[src/rtl/blinkRegPkg.sv]
package blinkRegPkg;
  localparam int DATA_W    = 8;
  localparam int REG_COUNT = 7;
  localparam int PTR_W     = $clog2(REG_COUNT + 1);
  localparam int AI_BIT    = 4;
  localparam int SEL_FIRST = 5;
  localparam logic [DATA_W-1:0] SEL_RESET = 8'h55;

  typedef struct packed {
    logic              loadCtrl;
    logic              writeReg;
    logic              loadTx;
    logic              shiftTx;
    logic [DATA_W-1:0] rxByte;
  } strobe_t;

  typedef enum logic [2:0] {PH_IDLE, PH_RX, PH_RACK, PH_TX, PH_TACK} phase_e;
  typedef enum logic [1:0] {KD_ADDR, KD_CTRL, KD_DATA} kind_e;
endpackage

[src/rtl/blinkRegCtrl.sv]
module blinkRegCtrl
  import blinkRegPkg::*;
#(
  parameter logic [3:0] DEV_BASE = 4'b1100
) (
  input  logic    clk,
  input  logic    rstN,
  input  logic    sclIn,
  input  logic    sdaIn,
  input  logic [2:0] devPins,
  input  logic    txBit,
  output strobe_t stb,
  output logic    sdaPullDown
);
  localparam logic [PTR_W-1:0] BAD_PTR = PTR_W'(REG_COUNT);

  logic [1:0] sclSync, sdaSync;
  logic sclD, sdaD, sclS, sdaS;
  logic startEv, stopEv, sclRise, sclFall;

  phase_e phase;
  kind_e  kind;
  logic [2:0] bitCnt;
  logic [DATA_W-1:0] rxQ;
  logic gotByte, readMode, ackDrive, masterAck;
  logic byteEnd, addrHit, ptrOk, ackNow, ackEnd, goTx;

  always_ff @(posedge clk or negedge rstN) begin
    if (!rstN) begin
      sclSync <= 2'b11;
      sdaSync <= 2'b11;
      sclD    <= 1'b1;
      sdaD    <= 1'b1;
    end else begin
      sclSync <= {sclSync[0], sclIn};
      sdaSync <= {sdaSync[0], sdaIn};
      sclD    <= sclSync[1];
      sdaD    <= sdaSync[1];
    end
  end

  assign sclS    = sclSync[1];
  assign sdaS    = sdaSync[1];
  assign startEv = sclS & sclD & sdaD & ~sdaS;
  assign stopEv  = sclS & sclD & ~sdaD & sdaS;
  assign sclRise = sclS & ~sclD;
  assign sclFall = ~sclS & sclD;

  always_comb begin
    byteEnd = (phase == PH_RX) && sclFall && gotByte;
    addrHit = rxQ[DATA_W-1:1] == {DEV_BASE, devPins};
    ptrOk   = rxQ[PTR_W-1:0] != BAD_PTR;
    unique case (kind)
      KD_ADDR: ackNow = addrHit;
      KD_CTRL: ackNow = ptrOk;
      default: ackNow = 1'b1;
    endcase
    ackEnd = (phase == PH_RACK) && sclFall;
    goTx   = ackEnd && (kind == KD_ADDR) && readMode;
    stb.loadCtrl = byteEnd && (kind == KD_CTRL) && ptrOk;
    stb.writeReg = byteEnd && (kind == KD_DATA);
    stb.loadTx   = goTx || ((phase == PH_TACK) && sclFall && masterAck);
    stb.shiftTx  = (phase == PH_TX) && sclFall && (bitCnt != 3'd7);
    stb.rxByte   = rxQ;
  end

  assign sdaPullDown = ackDrive | ((phase == PH_TX) & ~txBit);

  always_ff @(posedge clk or negedge rstN) begin
    if (!rstN) begin
      phase     <= PH_IDLE;
      kind      <= KD_ADDR;
      bitCnt    <= '0;
      rxQ       <= '0;
      gotByte   <= 1'b0;
      readMode  <= 1'b0;
      ackDrive  <= 1'b0;
      masterAck <= 1'b0;
    end else if (startEv) begin
      phase    <= PH_RX;
      kind     <= KD_ADDR;
      bitCnt   <= '0;
      gotByte  <= 1'b0;
      ackDrive <= 1'b0;
    end else if (stopEv) begin
      phase    <= PH_IDLE;
      ackDrive <= 1'b0;
    end else begin
      unique case (phase)
        PH_RX: begin
          if (sclRise && !gotByte) begin
            rxQ <= {rxQ[DATA_W-2:0], sdaS};
            if (bitCnt == 3'd7) gotByte <= 1'b1;
            else                bitCnt  <= bitCnt + 3'd1;
          end else if (byteEnd) begin
            if (kind == KD_ADDR) readMode <= rxQ[0];
            if (ackNow) begin
              phase    <= PH_RACK;
              ackDrive <= 1'b1;
            end else begin
              phase <= PH_IDLE;
            end
          end
        end
        PH_RACK: begin
          if (sclFall) begin
            ackDrive <= 1'b0;
            bitCnt   <= '0;
            if (goTx) begin
              phase <= PH_TX;
            end else begin
              phase   <= PH_RX;
              gotByte <= 1'b0;
              kind    <= (kind == KD_ADDR) ? KD_CTRL : KD_DATA;
            end
          end
        end
        PH_TX: begin
          if (sclFall) begin
            if (bitCnt == 3'd7) phase  <= PH_TACK;
            else                bitCnt <= bitCnt + 3'd1;
          end
        end
        PH_TACK: begin
          if (sclRise) masterAck <= ~sdaS;
          if (sclFall) begin
            bitCnt <= '0;
            phase  <= masterAck ? PH_TX : PH_IDLE;
          end
        end
        default: phase <= PH_IDLE;
      endcase
    end
  end
endmodule

[src/rtl/blinkRegData.sv]
module blinkRegData
  import blinkRegPkg::*;
(
  input  logic    clk,
  input  logic    rstN,
  input  strobe_t stb,
  input  logic [DATA_W-1:0] padIn,
  output logic    txBit,
  output logic [REG_COUNT-1:1][DATA_W-1:0] regQ
);
  localparam logic [PTR_W-1:0] LAST_PTR = PTR_W'(REG_COUNT - 1);

  logic [PTR_W-1:0]  ptrQ, ptrNext;
  logic              autoInc;
  logic [DATA_W-1:0] txQ, readVal;
  logic [DATA_W-1:0] regArr [1:REG_COUNT-1];

  assign ptrNext = (ptrQ >= LAST_PTR) ? '0 : ptrQ + PTR_W'(1);

  always_comb begin
    readVal = padIn;
    for (int i = 1; i < REG_COUNT; i++)
      if (ptrQ == PTR_W'(i)) readVal = regArr[i];
  end

  always_ff @(posedge clk or negedge rstN) begin
    if (!rstN) begin
      ptrQ    <= '0;
      autoInc <= 1'b0;
    end else if (stb.loadCtrl) begin
      ptrQ    <= stb.rxByte[PTR_W-1:0];
      autoInc <= stb.rxByte[AI_BIT];
    end else if ((stb.writeReg || stb.loadTx) && autoInc) begin
      ptrQ <= ptrNext;
    end
  end

  always_ff @(posedge clk or negedge rstN) begin
    if (!rstN)            txQ <= '0;
    else if (stb.loadTx)  txQ <= readVal;
    else if (stb.shiftTx) txQ <= {txQ[DATA_W-2:0], 1'b0};
  end

  assign txBit = txQ[DATA_W-1];

  for (genvar g = 1; g < REG_COUNT; g++) begin : g_reg
    localparam logic [DATA_W-1:0] RST_VAL = (g >= SEL_FIRST) ? SEL_RESET : '0;
    always_ff @(posedge clk or negedge rstN) begin
      if (!rstN) regArr[g] <= RST_VAL;
      else if (stb.writeReg && ptrQ == PTR_W'(g)) regArr[g] <= stb.rxByte;
    end
    assign regQ[g] = regArr[g];
  end
endmodule

[src/rtl/blinkRegSlave.sv]
module blinkRegSlave
  import blinkRegPkg::*;
#(
  parameter logic [3:0] DEV_BASE = 4'b1100
) (
  input  logic       clk,
  input  logic       rstN,
  input  logic       sclIn,
  input  logic       sdaIn,
  input  logic [2:0] devPins,
  input  logic [7:0] padIn,
  output logic       sdaPullDown,
  output logic [7:0] rate0,
  output logic [7:0] duty0,
  output logic [7:0] rate1,
  output logic [7:0] duty1,
  output logic [7:0] ledSel0,
  output logic [7:0] ledSel1
);
  strobe_t ctrlStrobe;
  logic    txBit;
  logic [REG_COUNT-1:1][DATA_W-1:0] regQ;

  blinkRegCtrl #(.DEV_BASE(DEV_BASE)) u_ctrl (
    .clk(clk), .rstN(rstN), .sclIn(sclIn), .sdaIn(sdaIn), .devPins(devPins),
    .txBit(txBit), .stb(ctrlStrobe), .sdaPullDown(sdaPullDown)
  );

  blinkRegData u_data (
    .clk(clk), .rstN(rstN), .stb(ctrlStrobe), .padIn(padIn),
    .txBit(txBit), .regQ(regQ)
  );

  assign rate0   = regQ[1];
  assign duty0   = regQ[2];
  assign rate1   = regQ[3];
  assign duty1   = regQ[4];
  assign ledSel0 = regQ[5];
  assign ledSel1 = regQ[6];
endmodule

[config.mk]
export PLATFORM = sky130hd
export DESIGN_NAME = blinkRegSlave
export DESIGN_NICKNAME = d
export VERILOG_FILES = /design/src/rtl/blinkRegPkg.sv /design/src/rtl/blinkRegCtrl.sv /design/src/rtl/blinkRegData.sv /design/src/rtl/blinkRegSlave.sv
export SDC_FILE = /design/constraint.sdc
export NUM_CORES = 1
export LEC_CHECK = 0
export CORE_UTILIZATION = 50
export CTS_CLUSTER_SIZE = 30
export DETAILED_ROUTE_END_ITERATION = 6
export DONT_BUFFER_PORTS = 1
export RECOVER_POWER = 50
export SYNTH_ARGS = -nofsm -noshare
export SYNTH_HDL_FRONTEND = slang
export SYNTH_HIERARCHICAL = 1
export SYNTH_SLANG_ARGS = --single-unit
[constraint.sdc]
create_clock -name clk -period 2.4 [get_ports clk]
set_input_delay 0.24 -clock clk [delete_from_list [all_inputs] [get_ports clk]]
set_output_delay 0.24 -clock clk [all_outputs]
set_load 0.02 [all_outputs]
After elaboration in Yosys (flattened, before gate mapping)

Index checks and enable logic that the tools add are counted.

Muxes and demuxes: 51
Eq/ne operators: 31
Order comparisons: 1
Reduce and logical (&&, ||, !) cells: 40
Bitwise gates (word level): 17
Add/subtract/negate cells: 2

Operator list:

| operator                                                                 | number |
|---|---|
| 8-bit 2-to-1 mux                                                         | 8 |
| 3-bit 2-to-1 mux                                                         | 17 |
| 1-bit logical AND                                                        | 20 |
| 4-bit by 1-bit inequality test with 1-bit output (second input constant) | 5 |
| 2-bit 2-to-1 mux                                                         | 9 |
| 6-bit AND reduction                                                      | 3 |
| 3-bit == test (second input constant)                                    | 5 |
| 3-bit by 2-bit == test with 1-bit output (second input constant)         | 4 |
| 1-bit 2-to-1 mux                                                         | 12 |
| 3-bit one-hot mux with 4 select lines                                    | 1 |
| 4-bit AND reduction                                                      | 3 |
| 5-bit AND reduction                                                      | 2 |
| 3-bit by 1-bit inequality test with 1-bit output (second input constant) | 3 |
| 3-bit by 2-bit inequality test with 1-bit output (second input constant) | 3 |
| 3-bit one-hot mux with 3 select lines                                    | 1 |
| 1-bit AND                                                                | 8 |
| 4-bit by 2-bit inequality test with 1-bit output (second input constant) | 2 |
| 1-bit inverter                                                           | 8 |
| 2-bit nonzero test                                                       | 4 |
| 4-bit nonzero test                                                       | 2 |
| 7-bit == test                                                            | 1 |
| 3-bit by 1-bit adder with 3-bit output (second input constant)           | 2 |
| 3-bit by 1-bit == test with 1-bit output (second input constant)         | 2 |
| 3-bit inequality test (second input constant)                            | 2 |
| 11 further kinds                                                         | 15 |

Register bits: 86
Input bits: 15

Longest topological paths before layout

Gate-level depths: netlist of the first run.

Depth after elaboration: 10
Depth in mapped cells: 9

Hierarchy

The synthesis of the first run kept the hierarchy.

Modules (own cells, without submodules):

| module       | area an instance (µm²) | sequential area each (µm²) | times used | cells an instance |
|---|---|---|---|---|
| blinkRegData | 3181.8                 | 1511.4                     | 1          | 270 |
| blinkRegCtrl | 1371.3                 | 658.1                      | 1          | 120 |

Worst setup path before layout of the first run

Ideal clock, no wire load.

Path kind: reg2reg
Start point: register u_ctrl.phase[0]
End point: register u_data.txQ[6]
Path slack: 0.417 ns
Required time: 2.275 ns
Data arrival time: 1.858 ns
Path buffers: 2
Stages on the path, launching flop included: 10
Cell sequence: dfrtp_1 > buf_2 > nor3b_2 > and2_1 > a32oi_1 > nor2_1 > clkbuf_1 > nor2_1 > a31oi_1 > o21ai_1

RTL lines:

| element                  | line                | RTL |
|---|---|---|
| start: declaration       | blinkRegCtrl.sv:21  | `phase_e phase;` |
| start signal: assignment | blinkRegCtrl.sv:128 | `phase <= masterAck ? PH_TX : PH_IDLE;` |
| end signal: assignment   | blinkRegData.sv:40  | `else if (stb.loadTx) txQ <= readVal;` |
| end signal: assignment   | blinkRegData.sv:41  | `else if (stb.shiftTx) txQ <= {txQ[DATA_W-2:0], 1'b0};` |
| end: declaration         | blinkRegData.sv:15  | `logic [DATA_W-1:0] txQ, readVal;` |

==> results of run 1 <==
-- state kept, by name, summed over array words and instances, names as in the netlist --
signal            flops
u_data/autoInc        1
u_ctrl/sclSync        2
u_ctrl/sdaSync        2
u_ctrl/readMode       1
u_ctrl/kind           2
u_ctrl/gotByte        1
u_ctrl/ackDrive       1
u_data/regQ          48
u_data/ptrQ           3
u_ctrl/rxQ            8
u_ctrl/phase          3
u_ctrl/bitCnt         3
u_data/txQ            8
u_ctrl/masterAck      1
u_ctrl/sclD           1
u_ctrl/sdaD           1
-- routing by layer --
| metal | vias up | track usage, % | routed length, microns |
|---|---|---|---|
| met5 | - | 0 | 0 |
| met4 | 0 | 5.77 | 58 |
| met3 | 4 | 6.55 | 791 |
| met2 | 80 | 35.1 | 5030 |
| met1 | 1622 | 36.9 | 5220 |
| li1 | 1472 | - | - |
-- worst max-delay path: stages (launching register included) --
cell	delay, ns
dfrtp_1	0.49
nor3b_2	0.33
and2_1	0.25
a32oi_1	0.14
nor2_1	0.19
buf_12	0.19
o21a_1	0.16
nor2_1	0.07
a22oi_1	0.14
o21ai_0	0.10
-- repair_timing --
item	4_1_cts	5_1_grt
gates resized for setup	0	1
setup endpoints to repair	0	2
hold endpoints to repair	88	0
hold buffers	4	0
-- cells in the mapped netlist (3+ instances only) --
cell type,count
a31oi_1,9
nor3_1,4
o21ai_1,6
dfstp_2,14
a22o_1,3
o21ai_0,29
nand2_1,26
nand3_4,4
o21a_1,13
nand2b_1,3
buf_4,3
buf_6,5
nor2b_1,8
a21oi_1,5
buf_2,8
a32oi_1,3
nand3b_1,4
nor3b_1,9
ha_1,7
o221ai_1,6
nand3_1,4
mux2_2,57
nor3b_2,3
mux2i_1,7
mux2_4,4
dfrtp_1,72
xor2_1,4
inv_1,8
nor2_1,18
a22oi_1,3
-- area by class of cell --
type | count | area, sq um | share of cell area (%)
clock inverter | 5 | 106 | 2.14
clock buffer | 11 | 141 | 2.84
multi-input combinational | 277 | 2210 | 44.5
sequential | 86 | 2170 | 43.6
tap | 108 | 135 | 2.72
inverter | 9 | 33.8 | 0.679
timing repair buffer | 21 | 174 | 3.50
-- cell usage in the layout (no fill, tap or decap), types with 4 or more instances in the layout --
| master | netlist | layout |
|---|---|---|
| nand3b_1 | 4 | 4 |
| o21ai_0 | 29 | 29 |
| nor2_1 | 18 | 18 |
| a21oi_1 | 5 | 5 |
| nor3b_2 | 3 | 4 |
| o21ai_1 | 6 | 6 |
| nor2b_1 | 8 | 8 |
| a31oi_1 | 9 | 9 |
| buf_4 | 3 | 15 |
| dfrtp_1 | 72 | 71 |
| nand3_4 | 4 | 4 |
| clkbuf_8 | 0 | 10 |
| mux2_2 | 57 | 57 |
| xor2_1 | 4 | 4 |
| o221ai_1 | 6 | 6 |
| dfstp_2 | 14 | 13 |
| mux2_4 | 4 | 4 |
| inv_1 | 8 | 8 |
| nand3_1 | 4 | 4 |
| o21a_1 | 13 | 13 |
| ha_1 | 7 | 7 |
| mux2i_1 | 7 | 7 |
| nand2_1 | 26 | 26 |
| nor3_1 | 4 | 4 |
| nor3b_1 | 9 | 8 |
-- per-stage QoR --
stage | setup WS [ns] | total power (W) | cell area (sq um) | cells | hold slack, ns
6_report | 0.199 | 0.00294 | 4970 | 517 | 0.160
5_1_grt | 0.0213 | 0.00305 | 4970 | 517 | 0.148
4_1_cts | 0.158 | 0.00298 | 5000 | 517 | 0.146
3_5_place_dp | 0.174 | 0.00170 | 4690 | 497 | -0.0530
3_3_place_gp | 0.185 | 0.00169 | 4690 | 497 | -0.0528
2_1_floorplan | 0.417 | 0.00164 | 4550 | 390 | -0.0556
-- cell families after synthesis --
kind of cell / synth area share (%)
AND/OR/NAND/NOR: 14.2
AO/OA/AOI/OAI: 14.4
flip-flops: 47.7
multiplexers: 17.0
buffers and inverters: 3.87
adder cells (fa/ha/maj): 1.92
XOR/XNOR: 0.962
-- path summary, 6_finish.rpt --
check	start	to	slack [ns]	cells past startpoint
setup / recovery	u_ctrl/phase[2]	u_data/ptrQ[2]	0.20	9
min in group asynchronous	rstN	u_data/regQ[28]	0.69	2
max in group asynchronous	rstN	u_ctrl/phase[1]	0.89	2
hold reg to reg	u_ctrl/sclSync[0]	u_ctrl/sclSync[1]	0.36	0
hold / removal	padIn[6]	u_data/txQ[6]	0.16	2
setup reg to reg	u_ctrl/phase[2]	u_data/ptrQ[2]	0.20	9
-- power by group --
part	internal [W]	switching [W]
logic	0.0000634	0.0000742
registers	0.00149	0.0000756
clock network	0.000722	0.000510
total	0.00228	0.000660
==> flow_summary_export.csv, run 1 <==
group,metric,value,unit
layout,drive_gt1_share,30.8,%
route,route.detailed.drc,0,
placed_design,portBuffers,0,
grt,grt_pass1_vias,3116,
clock_tree,htree_num_levels,3,
timing,fin_setup_tns,0,ns
die,initial_utilization,52.0,%
setup_path,critPathMaxFanout,24,
synth,synth_edf_count,0,
die,die_y,97.4,microns
layout,area_growth,9.23,%
power_and_ir_drop,peakVddDrop,433,uV
min_path,min-delay-path-class,"input port to flop",
power_and_ir_drop,power_density,590,nW/um^2
clock_tree,numCtsBuffers,9,
grt,grt_remaining_overflow,0,
setup_path,crit_type,"flop to flop",
route,ant_nets,0,
status,status,"finished, final reports clean",
route,viasPerCell,6.15,
setup_path,cp.required,2.63,ns
grt,grt_max_degree,87,
synth,ys_top_cells_by_area,"dfrtp_1 40%, mux2_2 14%, dfstp_2 8.1%",
timing,slew_headroom,22.1,%
synth,synth_warnings,6,
timing,hold_violations,0,
die,rows,34,
die,dieArea,9490,sq um
route,num_vias,3178,
route,wl_per_cell,21.5,microns
placed_design,hpwl,7640,microns
route,drt_first_pass_iters,4,
power_and_ir_drop,leakage,2.14,nW
layout,finalNetCount,426,
route,drt_wl_total,11100,microns
clock_tree,clkTransAtPathRegs,0.09,ns
layout,fillers,761,
setup_path,start_kind,"flop",
timing,max_freq,454,MHz
run,drv_cap,0,
clock_tree,clkSinkCount,86,
synth,async_flop_share,100,%
synth,yosysSeqAreaShare,47.7,%
grt,grt_usage,24.5,%
clock_tree,tritoncts,"done",
grt,grt_pass1_wl,17800,microns
clock_tree,post_cts_buffers,0,
synth,synthCells,390,
synth,synthDistinctLibCells,62,
timing,rsz0062_at_grt,"false",
placed_design,gp_congestion,0.890,
die,core_area,8760,sq um
synth,synth_area,4550,sq um
synth,ys.flop_type,"dfrtp_1",
synth,yosys.area.top_type,"dfrtp_1",
layout,final_core_utilization,56.8,%
clock_tree,clockRootBuffer,"clkbuf_8",
die,io_pins,64,
setup_path,worstSetupEndpointType,"flop",
setup_path,crit_arrival,2.43,ns
timing,setup-violations-final,0,
layout,diodes,0,
timing,report.final.slew_viol_count,0,
timing,worst_pin_slew,1.17,ns
timing,min_period_over_period,91.7,%
synth,syn_avg_cell_area,11.7,sq um
timing,post-route-min-period,2.20,ns
synth,ys_ff_latch,86,
clock_tree,cts_buffer_depth,2,
grt,antenna_found_initial,0,
route,drt-initial-drc-count,238,
timing,clock_skew,0.0142,ns
clock_tree,worstSkewPairLatency,0.36,ns
die,die_w,97.4,microns
synth,syn-num-nets,412,
synth,yosys.area.top_type_share,39.6,%
Note: power is estimated with default switching activity, not from simulation.
==> run 2, diff against run 1 <==
--- a/config.mk
+++ b/config.mk
@@ -5,10 +5,12 @@
 export SDC_FILE = /design/constraint.sdc
 export NUM_CORES = 1
 export LEC_CHECK = 0
+export ABC_AREA = 1
 export CORE_UTILIZATION = 50
 export CTS_CLUSTER_SIZE = 30
 export DETAILED_ROUTE_END_ITERATION = 6
 export DONT_BUFFER_PORTS = 1
+export PLACE_DENSITY = 0.68
 export RECOVER_POWER = 50
 export SYNTH_ARGS = -nofsm -noshare
 export SYNTH_HDL_FRONTEND = slang
==> constraint.sdc (replaced) <==
create_clock -name clk -period 2 [get_ports clk]
set_input_delay 0.2 -clock clk [delete_from_list [all_inputs] [get_ports clk]]
set_output_delay 0.2 -clock clk [all_outputs]
set_load 0.02 [all_outputs]
==> flow_summary_export.csv, run 2 <==
group,metric,value,unit
timing,hold_violations,86,
timing,worst_pin_slew,0.527,ns
placed_design,gp_congestion,0.856,
layout,diodes,0,
power_and_ir_drop,power_frac_seq,50.3,%
placed_design,hpwl,7410,microns
layout,final_cells,681,
clock_tree,clockRootBuffer,"clkbuf_8",
layout,largest_reg_flops,48,
setup_path,r2r-end,"u_data/ptrQ[0]",
synth,synthCells,556,
grt,grt_max_degree,87,
setup_path,critPathMaxFanout,7,
die,core_area,8340,sq um
route,viasPerCell,5.42,
die,rows,33,
placed_design,dp_cells,658,
synth,syn_avg_cell_area,7.84,sq um
synth,yosysMostFrequentCell,"nand2_1",
layout,finalNetCount,593,
synth,ys.flop_type,"dfrtp_1",
setup_path,start_kind,"flop",
synth,yosysSeqAreaShare,49.8,%
route,route.detailed.drc,0,
route,drt_first_pass_iters,5,
die,die_y,95.3,microns
setup_path,crit_type,"flop to flop",
grt,grt_pass1_vias,3484,
placed_design,portBuffers,0,
layout,final_common_cell,"nand2_1",
timing,min_period_over_period,97.6,%
clock_tree,worstSkewPairLatency,0.36,ns
clock_tree,hold_buffers,2,
synth,ys_ff_latch,86,
synth,synth_area,4360,sq um
route,drt-initial-drc-count,268,
clock_tree,tritoncts,"done",
power_and_ir_drop,power_density,776,nW/um^2
die,initial_utilization,52.2,%
power_and_ir_drop,p_int,0.00279,W
min_path,min-delay-path-class,"input port to async pin",
power_and_ir_drop,comb_power_share,11.8,%
grt,grt_pass1_wl,17900,microns
die,io_pins,64,
power_and_ir_drop,peakVddDrop,386,uV
power_and_ir_drop,swShare,26.8,%
die,die_w,95.3,microns
grt,antenna_found_initial,0,
setup_path,rrSetupSlack,0.05,ns
layout,final_cell_mix,"158 x nand2_1, 69 x dfrtp_1, 65 x o21ai_0, 57 x nor2_1",
route,wl_per_cell,16.2,microns
layout,final_core_utilization,58.9,%
grt,grt_usage,26.6,%
status,failed_checks,"hold timing",
clock_tree,cts_buffer_depth,2,
power_and_ir_drop,clkPwrFrac,37.9,%
grt,grt_remaining_overflow,0,
layout,area_growth,12.8,%
power_and_ir_drop,leakage,2.33,nW
synth,yosys.area.top_type,"dfrtp_1",
synth,synth_edf_count,0,
layout,drive_gt1_share,17.2,%
status,status,"finished with violations",
setup_path,rr_startpoint,"u_ctrl/sclD",
setup_path,crit_arrival,2.18,ns
run,drv_cap,0,
synth,syn-num-nets,578,
clock_tree,htree_num_levels,3,
power_and_ir_drop,p_sw,0.00102,W
synth,synth_warnings,6,
timing,hold_ws,-0.480,ns
synth,synthTopCellsByCount,"163 x nand2_1, 72 x dfrtp_1, 67 x o21ai_0",
power_and_ir_drop,finalPower,0.00381,W
timing,setup-violations-final,0,
timing,clock_skew,0.0144,ns
timing,max_freq,512,MHz
synth,ys_top_cells_by_area,"dfrtp_1 41%, nand2_1 14%, dfstp_2 8.4%",
clock_tree,clkTransAtPathRegs,0.09,ns
timing,post-route-min-period,1.95,ns
synth,async_flop_share,100,%
placed_design,placed_cell_area,4490,sq um
clock_tree,numCtsBuffers,9,
setup_path,cp.required,2.23,ns
synth,synthDistinctLibCells,32,
die,dieArea,9090,sq um
timing,rsz0062_at_grt,"true",
clock_tree,clkSinkCount,86,
setup_path,worstSetupEndpointType,"flop",
route,num_vias,3694,
synth,yosys.area.top_type_share,41.4,%
route,ant_nets,0,
layout,finish.instance_area,4910,sq um
timing,report.final.slew_viol_count,0,
timing,slew_headroom,64.8,%
route,drt_wl_total,11000,microns
setup_path,reg2reg_depth,8,
run 2: changes by cell type after synthesis, moves of 38 or more:
cell	previous run	this run
nand2_1	26	163
nor2_1	18	63
nand3_1	4	47
mux2_2	57	0
inv_1	8	51
o21ai_0	29	67
run 2: through the flow:
stage | setup WS [ns] | setup TNS, ns
global placement | 0.0103 | 0
floorplan | 0.0156 | 0
CTS | 0.00103 | 0
detailed placement | -0.0510 | -0.0875
global route | -0.0670 | -0.305
finish | 0.0472 | 0
run 2: cells by family after synthesis:
group | Yosys count | synth area share (%)
simple gates | 297 | 28.5
buf+inv | 70 | 6.98
compound gates | 95 | 12.3
fa+ha+maj | 7 | 2.01
mux | 1 | 0.345
flops | 86 | 49.8
run 2: area by class of cell:
type                            count  area [sq um]
Sequential cell                    86          2170
Inverter                           54           208
Fill cell                         753          3430
Multi-Input combinational cell    400          1990
Clock buffer                       12           165
Clock inverter                      4          76.3
Timing Repair Buffer               20           170
Tap cell                          105           131
run 2: worst max path at each step:
stage                       from             end  slack, ns  cells past startpoint
3_5_place_dp   u_ctrl/sclSync[1]  u_data/ptrQ[2]      -0.05                     11
5_1_grt              u_ctrl/sclD  u_data/ptrQ[0]      -0.07                      8
4_1_cts          u_ctrl/phase[0]  u_data/ptrQ[1]      0.001                     10
6_report             u_ctrl/sclD  u_data/ptrQ[0]       0.05                      8
3_3_place_gp   u_ctrl/sclSync[1]  u_data/ptrQ[2]       0.01                     11
2_1_floorplan  u_ctrl/sclSync[1]  u_data/ptrQ[0]       0.02                     11
run 2: routing by layer:
| metal | part of all wire, % | up-vias | global-route usage, % |
|---|---|---|---|
| li1 | - | 1815 | - |
| met1 | 43 | 1724 | 37.0 |
| met2 | 46 | 137 | 41.3 |
| met3 | 7.9 | 18 | 5.66 |
| met4 | 2.2 | 0 | 9.22 |
| met5 | 0 | - | 0 |
run 2: worst max-delay path, stage by stage, from the launching register on:
cell	delay [ns]
dfstp_2	0.55
nand2_2	0.06
buf_4	0.16
nor2_4	0.11
nand2_2	0.11
nor2_1	0.33
inv_1	0.21
nand4_1	0.19
o221ai_2	0.11
run 2: repair_timing:
item | in CTS | in global routing
setup endpoints to repair | 12 | 56
gates cloned | 0 | 0
setup buffers | 0 | 5
gates resized for setup | 7 | 35
pin swaps | 0 | 10
hold endpoints to repair | 88 | 86
run 2: power groups by stage:
stage	Combinational (W)	Sequential, W	Clock (W)
final	0.000451	0.00192	0.00145
after global routing	0.000510	0.00194	0.00155
after CTS	0.000435	0.00191	0.00148
after detailed placement	0.000429	0.00194	0
after global placement	0.000408	0.00194	0
after floorplan	0.000298	0.00193	0
==> run 3, diff against run 2 <==
--- a/config.mk
+++ b/config.mk
@@ -6,11 +6,11 @@
 export NUM_CORES = 1
 export LEC_CHECK = 0
 export ABC_AREA = 1
+export BUFFER_PORTS_ARGS = -buffer_cell sky130_fd_sc_hd__buf_2
 export CORE_UTILIZATION = 50
 export CTS_CLUSTER_SIZE = 30
 export DETAILED_ROUTE_END_ITERATION = 6
-export DONT_BUFFER_PORTS = 1
-export PLACE_DENSITY = 0.68
+export PLACE_DENSITY = 0.74
 export RECOVER_POWER = 50
 export SYNTH_ARGS = -nofsm -noshare
 export SYNTH_HDL_FRONTEND = slang
==> constraint.sdc (replaced) <==
create_clock -name clk -period 2 [get_ports clk]
set_input_delay 0.2 -clock clk [delete_from_list [all_inputs] [get_ports clk]]
set_output_delay 0.2 -clock clk [all_outputs]
set_load 0.05 [all_outputs]
==> flow_summary_export.csv, run 3 (synthesis gave the netlist of run 2 again) <==
group,metric,value,unit
status,status,"finished, final reports clean",
run,drv_cap,0,
setup_path,reg2reg_depth,11,
placed_design,place_ws,-0.0209,ns
timing,setup_ws,0.0677,ns
die,dieArea,9090,sq um
die,die_w,95.3,microns
placed_design,gp_congestion,0.956,
timing,slew_headroom,48.4,%
die,core_area,8340,sq um
die,io_pins,64,
route,route.detailed.drc,0,
setup_path,critPathMaxFanout,6,
power_and_ir_drop,power_density,712,nW/um^2
grt,antenna_found_initial,0,
power_and_ir_drop,power_frac_seq,52.5,%
power_and_ir_drop,comb_power_share,13.9,%
route,viasPerCell,5.41,
grt,grt_max_degree,57,
setup_path,rr_startpoint,"u_ctrl/phase[2]",
route,num_vias,4010,
grt,grt_pass1_vias,3607,
power_and_ir_drop,swShare,29.6,%
timing,max_freq,518,MHz
power_and_ir_drop,leakage,2.58,nW
setup_path,cp.required,2.21,ns
layout,area_growth,17.5,%
setup_path,start_kind,"flop",
layout,finalNetCount,653,
power_and_ir_drop,p_sw,0.00108,W
grt,grt_usage,25.8,%
route,wl_per_cell,15.1,microns
setup_path,startpoint,"u_ctrl/phase[2]",
power_and_ir_drop,clkPwrFrac,33.7,%
route,ant_nets,0,
die,initial_utilization,52.2,%
clock_tree,tritoncts,"done",
timing,report.final.slew_viol_count,0,
clock_tree,cts_buffer_depth,2,
layout,largest_reg_flops,48,
clock_tree,worstSkewPairLatency,0.35,ns
setup_path,endpoint,"u_data/ptrQ[2]",
layout,final_cells,741,
layout,finish.instance_area,5120,sq um
power_and_ir_drop,p_int,0.00257,W
setup_path,crit_type,"flop to flop",
die,rows,33,
placed_design,hpwl,7670,microns
clock_tree,htree_num_levels,3,
clock_tree,clockRootBuffer,"clkbuf_8",
clock_tree,clkTransAtPathRegs,0.09,ns
layout,final_common_cell,"nand2_1",
setup_path,r2r-end,"u_data/ptrQ[2]",
placed_design,placed_cell_area,4800,sq um
die,die_y,95.3,microns
timing,min_period_over_period,96.6,%
grt,grt_remaining_overflow,0,
route,drt-initial-drc-count,314,
placed_design,dp_cells,719,
timing,hold_violations,0,
route,drt_wl_total,11200,microns
layout,diodes,0,
timing,post-route-min-period,1.93,ns
timing,clock_skew,0.0124,ns
timing,rsz0062_at_grt,"true",
timing,setup-violations-final,0,
layout,final_core_utilization,61.4,%
power_and_ir_drop,peakVddDrop,474,uV
clock_tree,numCtsBuffers,9,
timing,worst_pin_slew,0.775,ns
layout,drive_gt1_share,21.7,%
grt,grt_pass1_wl,17700,microns
setup_path,rrSetupSlack,0.07,ns
setup_path,worstSetupEndpointType,"flop",
route,drt_first_pass_iters,5,
clock_tree,clkSinkCount,86,
min_path,min-delay-path-class,"flop to flop",
layout,final_cell_mix,"159 x nand2_1, 72 x dfrtp_1, 63 x o21ai_0, 59 x nor2_1, 49 x inv_1",
placed_design,portBuffers,63,
setup_path,crit_arrival,2.15,ns
==> run 3: cell count changes in the layout (fill, tap and decap cells not counted), sizes merged <==
cell         change
buf             +44
bufinv           -1
clkbuf          +12
clkinv           +2
dlygate4sd3      +1
inv              +2
==> run 3: how the worst min path moves through the flow <==
stage,slack [ns],end,from,cells after the start
3_3_place_gp,0.16,u_data/regQ[19],rstN,1
6_report,0.36,u_ctrl/sdaSync[1],u_ctrl/sdaSync[0],0
3_5_place_dp,0.16,u_data/regQ[22],rstN,1
5_1_grt,0.36,u_ctrl/sdaSync[1],u_ctrl/sdaSync[0],0
2_1_floorplan,-0.1,u_ctrl/ackDrive,rstN,0
4_1_cts,0.31,u_data/regQ[19],rstN,2
==> run 3: worst max-delay path: stages (launching register included) <==
cell	delay, ns
dfrtp_1	0.48
inv_2	0.09
nand3_2	0.08
inv_1	0.05
nand4_1	0.12
nor2b_4	0.17
nor2_2	0.06
or2_2	0.32
a21oi_4	0.18
inv_2	0.07
nand3_1	0.06
o221ai_1	0.12
==> run 3: repair_timing <==
action,in CTS,in global routing
gates cloned,0,2
resized for setup,1,32
hold buffers,3,0
endpoints found under the setup margin,2,55
hold endpoints to repair,28,0
pin swaps,0,4
buffers inserted,0,1
==> run 3: final cells by class <==
| cell class | count | area (sq um) |
|---|---|---|
| Sequential cell | 86 | 2170 |
| Multi-Input combinational cell | 400 | 1950 |
| Timing Repair Buffer | 80 | 464 |
| Clock inverter | 7 | 72.6 |
| Tap cell | 105 | 131 |
| Fill cell | 752 | 3220 |
| Inverter | 54 | 203 |
| Clock buffer | 9 | 124 |
==> run 3: routing by layer <==
layer  vias up  part of all wire (%)  track usage, %
met5         -                     0               0
met4         0                   2.3            11.5
met3        20                   7.2            3.35
met2       170                    48            40.7
met1      1881                    42            35.7
li1       1939                     -               -
==> run 3: stage by stage <==
step	total power, W	hold WS (ns)	TNS (ns)
detailed placement	0.00243	0.160	-0.0286
global route	0.00383	0.363	-0.573
floorplan	0.00224	-0.0956	0
finish	0.00364	0.360	0
global placement	0.00241	0.157	0
CTS	0.00366	0.313	0
==> run 3: power groups by stage <==
stage          registers [W]  clock network [W]  logic [W]
6_report             0.00191            0.00123   0.000505
2_1_floorplan        0.00193                  0   0.000312
3_3_place_gp         0.00193                  0   0.000475
4_1_cts              0.00191            0.00125   0.000499
3_5_place_dp         0.00194                  0   0.000493
5_1_grt              0.00193            0.00133   0.000574
